File: config.mk
export PLATFORM = sky130hd
export DESIGN_NAME = bert_loopback
export DESIGN_NICKNAME = d
export VERILOG_FILES = /design/src/rtl/bert_pkg.sv /design/src/rtl/bert_descrambler.sv /design/src/rtl/bert_os_detect.sv /design/src/rtl/bert_err_counter.sv /design/src/rtl/bert_loopback.sv
export SDC_FILE = /design/constraint.sdc
export NUM_CORES = 1
export LEC_CHECK = 0
export CAP_MARGIN = 20
export CORE_ASPECT_RATIO = 1.5
export CORE_MARGIN = 2
export CORE_UTILIZATION = 62
export CTS_CLUSTER_SIZE = 12
export DETAILED_ROUTE_END_ITERATION = 8
export DONT_BUFFER_PORTS = 1
export PLACE_DENSITY = 0.76
export SYNTH_ARGS = -nofsm -noshare
export SYNTH_HDL_FRONTEND = slang
export SYNTH_SLANG_ARGS = --single-unit
File: constraint.sdc
create_clock -name clk -period 1.95 [get_ports clk]
set_clock_uncertainty 0.1 [all_clocks]
set_input_delay 0 -clock clk [delete_from_list [all_inputs] [get_ports clk]]
set_output_delay 0 -clock clk [all_outputs]
set_load 0.005 [all_outputs]
File: src/rtl/bert_pkg.sv
package bert_pkg;
  localparam logic [7:0] K_CLR_A = 8'hBC;  // first symbol of clear pair, keystream reload
  localparam logic [7:0] K_CLR_B = 8'hFC;  // second symbol of clear pair
  localparam logic [7:0] K_QUERY = 8'h7C;  // count request / report header

  typedef struct packed {
    logic       ctrl;
    logic [7:0] data;
  } sym_t;
endpackage

File: src/rtl/bert_descrambler.sv
module bert_descrambler #(
  parameter int              LFSR_W = 16,
  parameter int              SYM_W  = 8,
  parameter logic [LFSR_W-1:0] TAPS = 16'h0039,
  parameter logic [LFSR_W-1:0] SEED = 16'hFFFF
) (
  input  logic             clk,
  input  logic             rst,
  input  logic             reload,
  input  logic             advance,
  output logic [SYM_W-1:0] key
);
  logic [LFSR_W-1:0] state_q;
  logic [LFSR_W-1:0] state_nx;

  always_comb begin
    logic [LFSR_W-1:0] s;
    s = state_q;
    for (int i = 0; i < SYM_W; i++) begin
      key[i] = s[LFSR_W-1];
      s = {s[LFSR_W-2:0], 1'b0} ^ (s[LFSR_W-1] ? TAPS : '0);
    end
    state_nx = s;
  end

  always_ff @(posedge clk) begin
    if (rst)          state_q <= SEED;
    else if (reload)  state_q <= SEED;
    else if (advance) state_q <= state_nx;
  end
endmodule

File: src/rtl/bert_os_detect.sv
module bert_os_detect
  import bert_pkg::*;
#(
  parameter int SYM_W = 8
) (
  input  logic             clk,
  input  logic             rst,
  input  logic             valid,
  input  logic [SYM_W-1:0] data,
  input  logic             ctrl,
  output logic             reload,
  output logic             clear,
  output logic             query,
  output logic             slot,
  output logic             armed
);
  logic prev_a_q;
  logic slot_q;
  logic armed_q;
  logic live;

  assign live   = valid && !slot_q;
  assign reload = live && ctrl && (data == SYM_W'(K_CLR_A));
  assign clear  = live && ctrl && (data == SYM_W'(K_CLR_B)) && prev_a_q;
  assign query  = live && ctrl && (data == SYM_W'(K_QUERY));
  assign slot   = slot_q;
  assign armed  = armed_q;

  always_ff @(posedge clk) begin
    if (rst) begin
      prev_a_q <= 1'b0;
      slot_q   <= 1'b0;
      armed_q  <= 1'b0;
    end else if (valid) begin
      prev_a_q <= reload;
      slot_q   <= query;
      armed_q  <= armed_q || clear;
    end
  end
endmodule

File: src/rtl/bert_err_counter.sv
module bert_err_counter #(
  parameter int CNT_W = 8
) (
  input  logic             clk,
  input  logic             rst,
  input  logic             clear,
  input  logic             hit,
  output logic [CNT_W-1:0] count
);
  localparam logic [CNT_W-1:0] CNT_MAX = '1;

  always_ff @(posedge clk) begin
    if (rst)                          count <= '0;
    else if (clear)                   count <= '0;
    else if (hit && count != CNT_MAX) count <= count + 1'b1;
  end
endmodule

File: src/rtl/bert_loopback.sv
module bert_loopback
  import bert_pkg::*;
#(
  parameter int SYM_W  = 8,
  parameter int LFSR_W = 16
) (
  input  logic             clk,
  input  logic             rst,
  input  logic             rx_valid,
  input  logic [SYM_W-1:0] rx_data,
  input  logic             rx_ctrl,
  input  logic             rx_err,
  output logic             tx_valid,
  output logic [SYM_W-1:0] tx_data,
  output logic             tx_ctrl
);
  localparam int CNT_W = SYM_W;

  logic             reload, clear, query, slot, armed;
  logic             data_sym, hit;
  logic [SYM_W-1:0] key;
  logic [CNT_W-1:0] err_cnt;

  bert_os_detect #(.SYM_W(SYM_W)) u_det (
    .clk(clk), .rst(rst), .valid(rx_valid), .data(rx_data), .ctrl(rx_ctrl),
    .reload(reload), .clear(clear), .query(query), .slot(slot), .armed(armed)
  );

  assign data_sym = rx_valid && !rx_ctrl && !slot;
  assign hit      = armed && data_sym && (((rx_data ^ key) != '0) || rx_err);

  bert_descrambler #(.LFSR_W(LFSR_W), .SYM_W(SYM_W)) u_dsc (
    .clk(clk), .rst(rst), .reload(reload), .advance(data_sym), .key(key)
  );

  bert_err_counter #(.CNT_W(CNT_W)) u_cnt (
    .clk(clk), .rst(rst), .clear(clear), .hit(hit), .count(err_cnt)
  );

  always_ff @(posedge clk) begin
    if (rst) begin
      tx_valid <= 1'b0;
      tx_data  <= '0;
      tx_ctrl  <= 1'b0;
    end else begin
      tx_valid <= rx_valid;
      if (rx_valid) begin
        if (slot) begin
          tx_data <= err_cnt;
          tx_ctrl <= 1'b0;
        end else begin
          tx_data <= rx_data;
          tx_ctrl <= rx_ctrl;
        end
      end
    end
  end
endmodule

---- After elaboration in Yosys (flattened, before gate mapping) ----
Cells that the tools add are included.
W data, S select, Z words.
word-level totals
  logic and storage cells ................. 50
  output and inout bits ................... 10
  flip-flop bits (word level) ............. 37
  input bits .............................. 13
cells by class
  mux-type cells .......................... 10
  bitwise logic cells ..................... 9
  equality and inequality tests ........... 4
  add/sub/neg operators ................... 1
  reduce and logical (&&, ||, !) cells .... 18
operator list
  cell                   count
  $xor A16 B16 Y16       8
  $mux W6                8
  $eq A8 B8 Y1 const B   2
  $logic_and A1 B1 Y1    11
  $add A8 B1 Y8 const B  1
  $eq A8 B7 Y1 const B   1
  $mux W8                1
  $ne A8 B8 Y1 const B   1
  $reduce_bool A8 Y1     1
  $xor A8 B8 Y8          1
  $reduce_or A2 Y1       2
  $logic_not A1 Y1       2
  $logic_or A1 B1 Y1     2
  $mux W1                1

---- Logic depth before layout (Yosys ltp) ----
  depth after elaboration ................. 19
  depth in mapped cells ................... 7
  depth with buffers taken out ............ 6

---- Cells and area by module ----
From an unflattened synthesis, not the netlist that was laid out.
second synthesis, totals
  cell total of the unflattened synthesis .. 212
  area total of the unflattened synthesis .. 2004.4 um^2
by module, submodules not included
  module            area an instance (um^2)  seq. area each (um^2)  instances  cells an instance
  bert_descrambler  847.1                    320.3                  1          86
  bert_loopback     543.0                    200.2                  1          56
  bert_err_counter  435.4                    160.2                  1          47
  bert_os_detect    178.9                    60.1                   1          23

---- Worst setup path before layout ----
OpenSTA, ideal clock, no wires.
  path kind ............................... register to register
  start point ............................. reg u_det.slot_q, in the netlist u_det.slot
  end point ............................... reg u_cnt.count[1]
  setup time .............................. 0.116 ns
  path slack .............................. 0.191 ns
  path buffers ............................ 2
  arrival ................................. 1.542 ns
  clock period less this slack ............ 1.759 ns
  stages on the path, launching flop included .. 7
  path through ............................ dfxtp_1 -> or3b_1 -> buf_2 -> a311oi_4 -> buf_6 -> a21oi_1 -> a41o_1
on the way
  longest elaborated chain between the ends .. 6
ends and longest elaborated chain
  item                               line                                       source
  start: declaration                 bert_os_detect.sv:18                       logic slot_q;
  start signal: assignment           bert_os_detect.sv:36                       slot_q <= query;
  $logic_not A1 Y1 *                 bert_os_detect.sv:22, bert_loopback.sv:29
  $logic_and A1 B1 Y1                bert_os_detect.sv:22                       assign live = valid && !slot_q;
  $logic_and A1 B1 Y1 (3 in a row)   bert_os_detect.sv:24                       assign clear = live && ctrl && (data == SYM_W'(K_CLR_B)) && prev_a_q;
  $reduce_or A2 Y1 (no source line)  -
  end signal: assignment             bert_err_counter.sv:15                     else if (hit && count != CNT_MAX) count <= count + 1'b1;
  end: declaration                   bert_err_counter.sv:8                      output logic [CNT_W-1:0] count
Every way passes the cells marked *; elsewhere a longest branch is shown, timed or not.
A chain may end at the register's enable or synchronous reset.

---- Worst setup path in the final report ----
  start point ............................. reg u_dsc.state_q[8]
  end point ............................... reg u_cnt.count[6]
on the way
  longest elaborated chain between the ends .. 12
ends and longest elaborated chain
  item                           line                    source
  start: declaration             bert_descrambler.sv:13  logic [LFSR_W-1:0] state_q;
  start signal: assignment       bert_descrambler.sv:29  else if (advance) state_q <= state_nx;
  $xor A16 B16 Y16 (7 in a row)  bert_descrambler.sv:21  s = {s[LFSR_W-2:0], 1'b0} ^ (s[LFSR_W-1] ? TAPS : '0);
  $xor A8 B8 Y8                  bert_loopback.sv:30     assign hit = armed && data_sym && (((rx_data ^ key) != '0) || rx_err);
  $reduce_bool A8 Y1             bert_loopback.sv:30
  $logic_or A1 B1 Y1             bert_loopback.sv:30
  $logic_and A1 B1 Y1            bert_loopback.sv:30
  $logic_and A1 B1 Y1            bert_err_counter.sv:15
Every way passes these cells.

==> impl_metrics.toml <==
[timing]
tightestPinTransition_ns = 0.570
tns_ns = 0
period_minus_slack_ns = 1.87
worst_relative_slew_slack_pct = 62.0
setup_repair_after_global_routing_missed_its_margin = "false"
fmax_mhz = 536
final_max_slew_viol_count = 0
setup-violations-final = 0
number_of_hold_violations_in_the_final_report = 0
post-route-period-util_pct = 95.7

[finish]
final_cells = 267
nets = 241
drive_gt1_share_pct = 10.1
diodes = 0
area_delta_synth_final_pct = 17.1
fillerInstances = 213
multi_input_area_mm2 = 0.00104
ff_latch_area_um2 = 741

[power]
cellPowerDensity_mw_per_mm2 = 853
max-vdd-ir-drop_uv = 1060
p_leak_nw = 0.869

[place]
hpwl_mm = 2.99
port_buffers = 0
place_congestion = 0.851
post-place-cells = 244

[clocking]
postCtsSetupRepairBufs = 0
htree_levels = 2
clock_insertion_delay_worst_skew_ns = 0.29
clock_path_buffers = 2
clock_tree_from_tritoncts = "yes"
number_of_cts_inserted_buffers = 5
cts.clk_slew.worst_paths_ns = 0.08
tritoncts_num_sinks = 37
root_buffer = "sky130_fd_sc_hd__clkbuf_8"

[die]
num_rows = 24
die_width_um = 49.0
fp.dieH_um = 71.4
start_util_pct = 64.5
placeable_core_area_mm2 = 0.00291
ios = 23
floorplan.die_area_mm2 = 0.00350

[job]
max_cap_violations = 0

[yosys]
synth.area.top_cells = "sky130_fd_sc_hd__dfxtp_1, sky130_fd_sc_hd__xnor2_1, sky130_fd_sc_hd__nand2_1"
synth_top_cell_area_share_pct = 39.4
yosysWarningCount = 0
synth_ff_type = "sky130_fd_sc_hd__dfxtp_1"
syn-instance-count = 214
asyncSetResetFlopFracSynth_pct = 0
number_of_enable_type_register_cells_in_the_synthesized_netlist = 0
mappedNetlistNets = 228
syn-mean-instance-area_um2 = 8.78
yosysMostFrequentCell = "sky130_fd_sc_hd__dfxtp_1"
synth.yosys.seq_area_share_pct = 39.4
synth.cell_area_mm2 = 0.00188
synth.top_cells.by_count = "sky130_fd_sc_hd__dfxtp_1, sky130_fd_sc_hd__nand2_1, sky130_fd_sc_hd__xnor2_1"
post-synth-top-area-cell = "sky130_fd_sc_hd__dfxtp_1"
synth-seq-cells = 37
synthDistinctLibCells = 35

[critical_path]
worst_setup_path_start_kind = "flip-flop"
worstReg2RegStart = "u_dsc.state_q[8]$_SDFFE_PP1N_"
endpoint = "u_cnt.count[6]$_SDFFE_PP0P_"
worst-endpoint-required_ns = 2.06
cp_data_arrival_time_ns = 1.97
critPathLaunch = "u_dsc.state_q[8]$_SDFFE_PP1N_"
setup.reg_to_reg.worst_slack_ns = 0.08
ff2ff_path_depth = 6
rr_endpoint = "u_cnt.count[6]$_SDFFE_PP0P_"
crit_path_end_kind = "flip-flop"
setup.worst_path.class = "reg -> reg"
worst-path-max-fanout = 12

[outcome]
status = "completed"

[detailed_routing]
num_vias = 1581
avgViaCountPerCell = 5.92
drt_first_pass_iters = 4
detailedRoute.firstIterationViolations = 48
number_of_nets_with_antenna_violations_after_detailed_routing = 0
routed_wl_mm = 4.52
routed_wire_length_per_instance_um = 16.9
detail_route.drc_violations = 0

[worst_hold_path]
min_from = "rx_valid"
timing.hold.worst.class = "in -> reg"

[global_route]
grt_pass1_vias = 1531
grt_usage_pct = 28.2
grt-ovfl-total = 0
antenna_found_initial = 0
grt_pass1_wl_mm = 7.38
pin_count_of_the_biggest_net_entering_global_routing = 25
-- cell families after synthesis --
logic type	after synthesis	synth area share, %
xor+xnor	28	13.0
mux	11	5.86
flops	37	39.4
simple gates	80	21.0
buf+inv	23	5.66
compound gates	34	14.3
fa+ha+maj	1	0.666
-- power breakdown --
| group | internal (mW) | leakage (nW) | switching (mW) |
|---|---|---|---|
| Clock | 0.508 | 0.0681 | 0.287 |
| Combinational | 0.123 | 0.497 | 0.130 |
| Sequential | 0.794 | 0.304 | 0.0341 |
| Total | 1.43 | 0.869 | 0.451 |
-- layout by cell type (no fill, tap or decap), types with 2 or more instances in the layout --
cell type                       synthesis  layout
sky130_fd_sc_hd__a211oi_1               8       8
sky130_fd_sc_hd__a21oi_1                7       7
sky130_fd_sc_hd__a311oi_1               2       2
sky130_fd_sc_hd__a31o_1                 2       2
sky130_fd_sc_hd__a31oi_1                2       2
sky130_fd_sc_hd__a41o_1                 2       2
sky130_fd_sc_hd__and2_1                 2       2
sky130_fd_sc_hd__and3_1                 3       3
sky130_fd_sc_hd__buf_4                  0      10
sky130_fd_sc_hd__bufinv_16              0       2
sky130_fd_sc_hd__clkbuf_8               0       5
sky130_fd_sc_hd__dfxtp_1               37      37
sky130_fd_sc_hd__dlygate4sd3_1          0      15
sky130_fd_sc_hd__inv_1                  4       4
sky130_fd_sc_hd__mux2i_1               11      11
sky130_fd_sc_hd__nand2_1               31      31
sky130_fd_sc_hd__nand2b_1               5       5
sky130_fd_sc_hd__nand3_1               13      13
sky130_fd_sc_hd__nand3_2                2       2
sky130_fd_sc_hd__nand3b_1               3       3
sky130_fd_sc_hd__nand4_1                2       2
sky130_fd_sc_hd__nor2_1                12      12
sky130_fd_sc_hd__o211ai_1               8       8
sky130_fd_sc_hd__xnor2_1               18      18
sky130_fd_sc_hd__xor2_1                10      10
-- worst min path at each step --
stage	end	slack, ns	cells after the start
global placement	u_det.armed$_SDFFE_PP0P_	-0.03	1
detailed placement	u_det.prev_a_q$_SDFFE_PP0P_	-0.03	1
global route	u_dsc.state_q[5]$_SDFFE_PP1N_	0.08	4
CTS	u_dsc.state_q[5]$_SDFFE_PP1N_	0.06	4
finish	u_dsc.state_q[5]$_SDFFE_PP1N_	0.07	4
floorplan	tx_valid$_SDFF_PP0_	-0.03	1
-- timing repair --
action	CTS	global route
hold buffers	15	0
resized for setup	0	1
hold endpoints to repair	21	0
endpoints found under the setup margin	0	19
-- per-stage QoR --
step | util (%) | hold slack (ns) | setup slack (ns) | power, mW | instance area, um2
3_5_place_dp | 65.6 | -0.0272 | 0.118 | 1.06 | 1910
5_1_grt | 75.6 | 0.0833 | 0.0199 | 1.94 | 2200
3_3_place_gp | 65.6 | -0.0274 | 0.203 | 1.05 | 1910
6_report | 75.6 | 0.0702 | 0.0845 | 1.88 | 2200
2_1_floorplan | - | -0.0284 | 0.191 | 1.03 | 1880
4_1_cts | 75.4 | 0.0550 | 0.0278 | 1.88 | 2200
-- registers in the layout, summed over array words and instances (netlist names) --
| name | cells |
|---|---|
| u_dsc.state_q | 16 |
| tx_data | 8 |
| u_cnt.count | 8 |
| tx_ctrl | 1 |
| tx_valid | 1 |
| u_det.armed | 1 |
| u_det.prev_a_q | 1 |
| u_det.slot | 1 |
-- metal layers --
layer	global-route usage (%)	vias to the layer above	wire (um)
li1	-	764	-
met1	29.3	752	1720
met2	49.8	49	2410
met3	9.17	16	249
met4	15.2	0	136
met5	0	-	0
-- layout make-up --
class / instances / share of cell area (%)
clock buffer: 5 / 3.13
clock inverter: 3 / 2.96
inverter: 4 / 0.682
multi-input combinational: 154 / 47.1
sequential: 37 / 33.7
tap: 39 / 2.22
timing repair buffer: 25 / 10.2
-- worst max-delay path: stages (launching register included) --
cell                       delay, ns
sky130_fd_sc_hd__dfxtp_1        0.47
sky130_fd_sc_hd__xor2_1         0.23
sky130_fd_sc_hd__nor4_2         0.10
sky130_fd_sc_hd__a311oi_4       0.31
sky130_fd_sc_hd__buf_4          0.23
sky130_fd_sc_hd__a31oi_1        0.10
sky130_fd_sc_hd__a311oi_1       0.23
(Power assumes the default switching activity.)
